==> src/rtl/cond_eval.sv <==
module cond_eval #(
  parameter int WORD_W = 32
) (
  input  logic              clk,
  input  logic              rst_n,
  input  logic [3:0]        cond,
  input  logic              psr_we,
  input  logic [WORD_W-1:0] psr_wdata,
  input  logic              alu_we,
  input  logic              alu_n,
  input  logic              alu_z,
  input  logic              alu_c,
  input  logic              alu_v,
  output logic [WORD_W-1:0] psr_rdata,
  output logic              pass
);
  localparam int N_POS = WORD_W - 1;
  localparam int Z_POS = WORD_W - 2;
  localparam int C_POS = WORD_W - 3;
  localparam int V_POS = WORD_W - 4;

  logic fn, fz, fc, fv;

  always_ff @(posedge clk) begin
    if (!rst_n) begin
      fn <= 1'b0; fz <= 1'b0; fc <= 1'b0; fv <= 1'b0;
    end else if (psr_we) begin
      fn <= psr_wdata[N_POS];
      fz <= psr_wdata[Z_POS];
      fc <= psr_wdata[C_POS];
      fv <= psr_wdata[V_POS];
    end else if (alu_we) begin
      fn <= alu_n; fz <= alu_z; fc <= alu_c; fv <= alu_v;
    end
  end

  assign psr_rdata = {fn, fz, fc, fv, {(WORD_W-4){1'b0}}};

  wire sgn_ge = (fn == fv);

  always_comb begin
    unique case (cond)
      4'h0: pass = fz;
      4'h1: pass = !fz;
      4'h2: pass = fc;
      4'h3: pass = !fc;
      4'h4: pass = fn;
      4'h5: pass = !fn;
      4'h6: pass = fv;
      4'h7: pass = !fv;
      4'h8: pass = fc && !fz;
      4'h9: pass = !fc || fz;
      4'hA: pass = sgn_ge;
      4'hB: pass = !sgn_ge;
      4'hC: pass = !fz && sgn_ge;
      4'hD: pass = fz || !sgn_ge;
      4'hE: pass = 1'b1;
      default: pass = 1'b0;
    endcase
  end

  a_r4_psr_priority: assert property (@(posedge clk) disable iff (!rst_n)
    psr_we |=> psr_rdata[N_POS:V_POS] == $past(psr_wdata[N_POS:V_POS]));

  a_r3_alu_load: assert property (@(posedge clk) disable iff (!rst_n)
    (alu_we && !psr_we) |=> psr_rdata[N_POS:V_POS] == $past({alu_n, alu_z, alu_c, alu_v}));

  a_r11_hold: assert property (@(posedge clk) disable iff (!rst_n)
    (!psr_we && !alu_we) |=> $stable(psr_rdata));

  a_r2_low_zero: assert property (@(posedge clk) disable iff (!rst_n)
    psr_rdata[V_POS-1:0] == '0);

  a_r10_always: assert property (@(posedge clk) disable iff (!rst_n)
    (cond == 4'hE) |-> pass);

  a_r10_never: assert property (@(posedge clk) disable iff (!rst_n)
    (cond == 4'hF) |-> !pass);

  a_r7_hi_ls_exclusive: assert property (@(posedge clk) disable iff (!rst_n)
    (cond == 4'h8 && psr_rdata[Z_POS]) |-> !pass);
endmodule

==> config.mk <==
export PLATFORM = sky130hd
export DESIGN_NAME = cond_eval
export DESIGN_NICKNAME = d
export VERILOG_FILES = /design/src/rtl/cond_eval.sv
export SDC_FILE = /design/constraint.sdc
export NUM_CORES = 1
export LEC_CHECK = 0
export BUFFER_PORTS_ARGS = -buffer_cell sky130_fd_sc_hd__buf_2
export CORE_MARGIN = 2
export CORE_UTILIZATION = 25
export CTS_BUF_LIST = sky130_fd_sc_hd__clkbuf_8 sky130_fd_sc_hd__clkbuf_16
export DETAILED_ROUTE_END_ITERATION = 8
export PLACE_DENSITY = 0.62
export SYNTH_ARGS = -nofsm -noshare
export SYNTH_HDL_FRONTEND = slang
export SYNTH_SLANG_ARGS = --single-unit
==> constraint.sdc <==
create_clock -name clk -period 2.4 [get_ports clk]
set_input_delay 0.48 -clock clk [delete_from_list [all_inputs] [get_ports clk]]
set_output_delay 0.48 -clock clk [all_outputs]
set_load 0.02 [all_outputs]
Yosys cells after proc, flatten, opt, wreduce, memory -nomap -nowiden
Cells that the tools add are included.
Storage, ports and cells
  flip-flop bits (word level): 4
  input port bits: 44
  output and inout port bits: 33
  word-level logic and storage cells: 39
Operators by class
  equal/unequal tests: 15
  multiplexer cells: 9
  reduce and logical (&&, ||, !) cells: 11
Operators by type and width (number)
  $eq A4 B4 Y1 const B: 7
  $eq A4 B3 Y1 const B: 4
  $pmux W1 S15: 1
  $eq A4 B2 Y1 const B: 2
  $mux W1: 8
  $logic_not A1 Y1: 5
  $eq A4 B1 Y1 const B: 1
  $logic_not A4 Y1: 1
  $logic_and A1 B1 Y1: 2
  $logic_or A1 B1 Y1: 2
  $reduce_bool A2 Y1: 1
  $eq A1 B1 Y1: 1

Logic depth before layout (Yosys ltp)
Gate-level depths: netlist of run 1.
  depth in word-level cells: 4
  depth in mapped cells: 5
  depth with buffers taken out: 4

Least setup slack after synthesis of run 1
Ideal clock, no wire load.
  kind: input port to output port
  from: in cond[3]
  to: out pass
  arrival time: 1360 ps
  required time: 1920 ps
  path slack: 560 ps
  cell stages on the path: 4
  buffers on the path: 0
  path through: and3b_2 -> a22oi_1 -> xor2_1 -> o2111ai_1
Between the ends
  cells in the longest elaborated chain, start to end: 2
  elaborated cells on any way between the ends: 16
  those cells by class: eq/ne (14); mux (1); reduce/logical (1)
RTL lines
  start, declared: line 6  | input logic [3:0] cond,
  $eq A4 B4 Y1, or another cell as far along: line 42  | unique case (cond)
  $pmux W1 S15 (*): line 42
  end, declared: line 15  | output logic pass
Mark *: on every way between the ends. The rest lies on a longest branch, timed or not.

Final worst setup path of run 1
  from: in cond[2]
  to: out pass
The elaborated chain is that of the path after synthesis.

==> results of run 1 <==
-- flip-flops by register name, indices dropped and copies added (netlist names) --
signal / cells
fn: 1
fc: 1
fz: 1
fv: 1
-- cell families (layout without fill, tap and decap cells) --
logic type,count (synthesis),count (layout)
buffers and inverters,34,23
XOR/XNOR,5,5
AO/OA/AOI/OAI,8,8
multiplexers,5,5
other,1,28
flip-flops,4,4
AND/OR/NAND/NOR,19,19
-- metal layers --
metal  vias up  global-route usage [%]  part of all wire (%)
li1        222                       -                     -
met1       175                    8.25                    42
met2        24                    11.7                    49
met3         0                    2.57                   8.7
met4         0                    6.41                     0
met5         -                       0                     0
-- worst max-delay path by stage --
stage / start / end / slack [ns]
global route: cond[2] / pass / 0.25
CTS: cond[2] / pass / 0.38
detailed placement: cond[2] / pass / 0.38
finish: cond[2] / pass / 0.39
floorplan: cond[3] / pass / 0.56
global placement: cond[3] / pass / 0.43
-- stage by stage --
stage               instances  setup slack, ns
floorplan                 103            0.560
global placement          117            0.434
detailed placement        117            0.383
CTS                       120            0.378
global route              120            0.252
finish                    120            0.389
-- synthesized netlist by cell type, types with 2 or more instances --
master,instances
buf_4,32
mux2i_1,5
nand2_1,5
o21ai_0,5
and2_1,4
dfxtp_1,4
xor2_1,3
xnor2_1,2
-- report_power, final --
group / leakage, nW / switching (W) / internal [W]
combinational: 0.275 / 0.0000729 / 0.0000338
sequential: 0.0331 / 0.00000570 / 0.0000715
clock: 0.0216 / 0.0000333 / 0.000107
total: 0.329 / 0.000112 / 0.000212
-- critical path, delay by kind of cell --
family,cells,cell delay (ns)
AOI/OAI and AO/OA,1,0.08
and+or+nand+nor,1,0.31
muxes,1,0.24
xor gates and xnor gates,1,0.08
buffers and inverters,2,0.33
-- area by class of cell --
type,count,area [um^2]
Multi-Input combinational cell,65,357
Timing Repair Buffer,20,100
Fill cell,263,1600
Tap cell,28,35.0
Sequential cell,4,80.1
Clock buffer,3,41.3
==> out/metrics.csv, run 1 <==
stage,metric,value,unit
floorplan,Die Y-Extent,52.3,um
synth,sequential area share after synthesis,13.7,%
drt,wire per inst,8.02,um
sta,Fin Hold WS,0.499,ns
critical_path,Critical Path RT,1.92,ns
synth,Netlist Area Pre-Place,584,um^2
critical_path,"Max FO, Critical Path",7,
floorplan,I/O pins,77,
critical_path,Crit Path Class,primary input to primary output,
global_routing,GRT overflow,0,
synth,Synth Area in Compound Gates,8.35,%
synth,number of synthesized flops with an enable pin,0,
min_path,Min-Delay Endpoint,fc$_SDFFE_PN0P_,
power,Power Total,0.000324,W
critical_path,"critical path, cell by cell","buf_2, mux2i_1, xor2_1, or3_1, o2111ai_1, buf_2",
cells_and_area,most frequent cells in the layout,"conb_1 (28), buf_2 (20), nand2_1 (5), o21ai_0 (5), mux2i_1 (5)",
sta,number of setup violations in the final report,0,
cells_and_area,Syn-to-layout area delta,4.93,%
critical_path,CP max stage cell,or3_1,
cts,post-CTS sizing,0,
synth,main combinational cell family by area after synthesis,buffers and inverters,
power,Pleak,0.329,nW
flow_run,max cap viols,0,
floorplan,Core ar.,2210,um^2
global_routing,antenna violations before repair,0,
synth,synth warn,0,
cts,"Hold-fix buffers, CTS",0,
drt,DRC,0,
sta,period utilisation layout,83.8,%
critical_path,worst r2r src,fn$_SDFFE_PN0P_,
synth,post-synthesis xor/xnor area fraction,7.49,%
cts,# H-tree levels,1,
sta,RSZ-0062 raised after global routing,false,
cts,clk_lat worst skew,0.21,ns
cts,clk slew on worst S/H paths,0.03,ns
drt,DRT Pass-1 Iters,4,
drt,Routed WL,962,um
critical_path,Worst EP arrival,1.53,ns
min_path,hold path startpoint,rst_n,
critical_path,most frequent cell on the critical path,buf_2,
synth,leading post-synthesis cells by cell area,"buf_4 (41%), dfxtp_1 (14%), mux2i_1 (8.6%), xor2_1 (4.5%), and2_1 (4.3%)",
power,worst ir drop on vdd,0.218,mV
global_routing,vias in the first global route,364,
critical_path,Reg2Reg Setup Slack,1.56,ns
cells_and_area,post-route cell area,613,um^2
critical_path,r2r endpoint,fn$_SDFFE_PN0P_,
critical_path,Startpoint Class,primary input,
cells_and_area,post-layout util,27.7,%
drt,Routed Antenna Nets,0,
global_routing,largest net degree at the start of global routing,9,
synth,top_reg_cell synth,dfxtp_1,
floorplan,Initial Util,26.4,%
sta,crit path time final,2.01,ns
cells_and_area,"most common cell after layout, fill and taps aside",conb_1,
cells_and_area,share of cells above drive strength 1,26.1,%
critical_path,FF-to-FF path depth,3,
place,GPL Wtd Cong,0.665,
sta,max-slew violations,0,
sta,setup_tns,0,ns
synth,mux contribution to synthesized area,8.57,%
min_path,hold crit path type,primary input to flop,
outcome,status,completed,
synth,Synth Area in Simple Gates,18.6,%
drt,Vias/cell,3.51,
cts,Post-CTS Setup Inserts,0,
place,Area after DPL,572,um^2
synth,Post-Syn Area per Cell,7.69,um^2
cts,Bufs on Longest Clock Path,2,
cts,Root Driver,clkbuf_8,
cts,Num CTS Buffers,3,
cts,TritonCTS clock tree,yes,
floorplan,die area,2740,um^2
synth,post-synth cell types,24,
drt,vias after detailed routing,421,
synth,"FFs w/ async S/R, synth",0,%
cells_and_area,Ant. Diodes,0,
cells_and_area,fin nets,138,
synth,post-synthesis adder-cell area fraction,0,%
drt,Detailed Route Iter0 Violations,3,
min_path,Hold Crit Depth,2,
place,dpl hpwl,824,um
global_routing,first-pass GRT wire length,1470,um
place,I/O Buffers,20,
sta,Final Skew,0,ns
sta,Peak Freq,497,MHz
synth,cells after synthesis,76,
synth,top-area cell type share of the netlist area,41.1,%
floorplan,DIE WIDTH,52.3,um
synth,largest area contributor in the netlist,buf_4,
critical_path,crit path capture type,primary output,
synth,synthesized flop and latch total,4,
critical_path,max incr delay on CP,0.31,ns
sta,endpoints failing hold,0,
cts,clk sink count,4,
power,Pwr Density,528,nW/um^2
global_routing,Tot GR Track Use,7.58,%
floorplan,num rows,17,
(Power assumes the default switching activity.)
==> run 2: changes to the inputs <==
--- a/config.mk
+++ b/config.mk
@@ -5,6 +5,7 @@
 export SDC_FILE = /design/constraint.sdc
 export NUM_CORES = 1
 export LEC_CHECK = 0
+export ABC_AREA = 1
 export BUFFER_PORTS_ARGS = -buffer_cell sky130_fd_sc_hd__buf_2
 export CORE_MARGIN = 2
 export CORE_UTILIZATION = 25
==> constraint.sdc (replaced) <==
create_clock -name clk -period 1.68 [get_ports clk]
set_input_delay 0.336 -clock clk [delete_from_list [all_inputs] [get_ports clk]]
set_output_delay 0.336 -clock clk [all_outputs]
set_load 0.02 [all_outputs]
==> run 2 against run 1 <==
  * Via count is 42% higher
  * Sequential cell count stayed put
  * Register-to-register slack worse by 0.68 ns
  * Critical endpoint unchanged
  * Design area is 15% higher
  * Setup slack worse by 0.27 ns
  * First-iteration DRC count is 130% higher
  * Largest cell class unchanged
==> out/metrics.csv, run 2 <==
stage,metric,value,unit,change
outcome,status,completed,,
global_routing,first-pass GRT wire length,1830,um,+24%
global_routing,Tot GR Track Use,7.59,%,about the same
floorplan,Die Y-Extent,55.4,um,+5.8%
min_path,hold crit path type,primary input to flop,,
power,Power Total,0.000482,W,+49%
cts,TritonCTS clock tree,yes,,
cells_and_area,post-layout util,28.2,%,+0.46 points
drt,met3 WL,99,um,+18%
drt,metal2 WL,554,um,+17%
sta,number of setup violations in the final report,0,,unchanged
synth,synth warn,0,,unchanged
drt,Routed WL,1170,um,+22%
drt,Vias/cell,3.73,,+6.2%
cts,# H-tree levels,1,,unchanged
sta,period utilisation layout,93.0,%,
floorplan,Core ar.,2500,um^2,+13%
drt,vias after detailed routing,596,,+42%
cells_and_area,Post-Layout Cell Count,160,,+33%
synth,top_reg_cell synth,dfxtp_1,,
synth,synth cell count leaders,"buf_4 (33), nand2_1 (29), inv_1 (16)",,
synth,"FFs w/ async S/R, synth",0,%,unchanged
power,worst ir drop on vdd,0.282,mV,+29%
flow_run,max cap viols,0,,unchanged
synth,number of synthesized flops with an enable pin,0,,unchanged
synth,Post-Syn Area per Cell,5.85,um^2,-24%
power,Pwr Density,685,nW/um^2,+30%
drt,Top Layer Used,met4,,
place,GPL Wtd Cong,0.818,,+23%
place,Area after DPL,652,um^2,+14%
synth,leading post-synthesis cells by cell area,"buf_4 (38%), nand2_1 (16%), dfxtp_1 (12%), nand3_1 (11%), inv_1 (9.1%)",,
critical_path,Startpoint Class,flop,,
drt,DRC,0,,unchanged
place,I/O Buffers,20,,unchanged
cts,clk_lat worst skew,0.22,ns,about the same
synth,sequential area share after synthesis,12.1,%,-1.6 points
drt,DRT Pass-1 Iters,4,,unchanged
drt,detailed-routing wirelength on met1,499,um,+24%
sta,Peak Freq,640,MHz,
cts,clk sink count,4,,unchanged
power,Pleak,0.443,nW,+34%
sta,crit path time final,1.56,ns,
cts,Num CTS Buffers,3,,unchanged
synth,cells after synthesis,113,,+49%
cts,"Hold-fix buffers, CTS",0,,unchanged
drt,Routed Antenna Nets,0,,unchanged
sta,max-slew violations,0,,unchanged
cts,clk slew on worst S/H paths,0.03,ns,about the same
floorplan,die area,3070,um^2,+12%
cells_and_area,Ant. Diodes,0,,unchanged
synth,most common cell in the netlist,buf_4,,
global_routing,GRT overflow,0,,unchanged
floorplan,I/O pins,77,,unchanged
critical_path,crit path capture type,primary output,,
sta,RSZ-0062 raised after global routing,false,,
cts,Post-CTS Setup Inserts,0,,unchanged
cells_and_area,share of cells above drive strength 1,23.1,%,-3.0 points
sta,Final Skew,0,ns,unchanged
cts,Root Driver,clkbuf_8,,
synth,largest area contributor in the netlist,buf_4,,
cts,post-CTS sizing,0,,unchanged
critical_path,Crit Path Class,flop to primary output,,
critical_path,Worst EP arrival,1.23,ns,-0.30 ns
synth,synthesized flop and latch total,4,,unchanged
cells_and_area,fin nets,176,,+28%
floorplan,num rows,18,,+1
sta,endpoints failing hold,0,,unchanged
place,cell count after placement,157,,+34%
cells_and_area,Syn-to-layout area delta,6.63,%,
floorplan,Initial Util,26.4,%,about the same
sta,setup_tns,0,ns,unchanged
global_routing,vias in the first global route,453,,+24%
synth,post-synth cell types,14,,-42%
drt,Detailed Route Iter0 Violations,7,,+4
critical_path,"Max FO, Critical Path",4,,-3
cells_and_area,post-route cell area,704,um^2,+15%
synth,Netlist Area Pre-Place,661,um^2,+13%
cells_and_area,most frequent cells in the layout,"nand2_1 (28), conb_1 (28), buf_2 (20), inv_1 (15), nand3_1 (14)",,
global_routing,largest net degree at the start of global routing,10,,+1
global_routing,antenna violations before repair,0,,unchanged
synth,top-area cell type share of the netlist area,37.5,%,-3.6 points
critical_path,Critical Path RT,1.34,ns,-0.58 ns
floorplan,DIE WIDTH,55.4,um,+5.8%
cts,Bufs on Longest Clock Path,2,,unchanged
place,dpl hpwl,1020,um,+24%
drt,wire per inst,7.34,um,-8.5%
-- run 2: path summary, 6_finish.rpt --
kind	start	to	slack [ns]	cells after the start
max	fn$_SDFFE_PN0P_	pass	0.12	9
min	rst_n	fc$_SDFFE_PN0P_	0.36	3
max reg2reg	fz$_SDFFE_PN0P_	fz$_SDFFE_PN0P_	0.88	4
min reg2reg	fv$_SDFFE_PN0P_	fv$_SDFFE_PN0P_	0.63	4
-- run 2: area by class of cell --
cell class | count | area, um^2
fill | 298 | 1800
multi-input combinational | 86 | 377
timing repair buffer | 20 | 100
sequential | 4 | 85.1
inverter | 17 | 63.8
clock buffer | 3 | 41.3
tap | 30 | 37.5
-- run 2: critical path, stage by stage, from the launching register on --
cell and delay [ns]:
dfxtp_2 0.32, inv_1 0.10, nand2_2 0.07, nand3_1 0.08, nand2_1 0.06, nand2_1 0.05, nand2_1 0.04, inv_1 0.06
nand3_2 0.06, buf_2 0.16
-- run 2: cell families after synthesis --
logic type / Yosys count / synth area share, %
AOI/OAI and AO/OA: 7 / 7.20
buffers and inverters: 50 / 47.2
DFF: 4 / 12.1
other: 1 / 0.568
and+or+nand+nor: 51 / 33.0
-- run 2: power by group --
group	total, W	internal (W)	switching (W)
Sequential	0.000108	0.000102	0.00000609
Combinational	0.000173	0.0000472	0.000126
Clock	0.000201	0.000153	0.0000483
Total	0.000482	0.000302	0.000181
-- run 2: routing by layer --
layer  vias up  GRT usage, %
li1        325             -
met1       238          9.70
met2        31          11.4
met3         2          1.41
met4         0          5.23
met5         -             0
-- run 2: stage by stage --
| step | setup slack [ns] | hold slack, ns |
|---|---|---|
| 6_report | 0.118 | 0.361 |
| 3_5_place_dp | 0.139 | 0.582 |
| 5_1_grt | 0.0104 | 0.384 |
| 3_3_place_gp | 0.138 | 0.576 |
| 2_1_floorplan | 0.414 | 0.434 |
| 4_1_cts | 0.0106 | 0.358 |
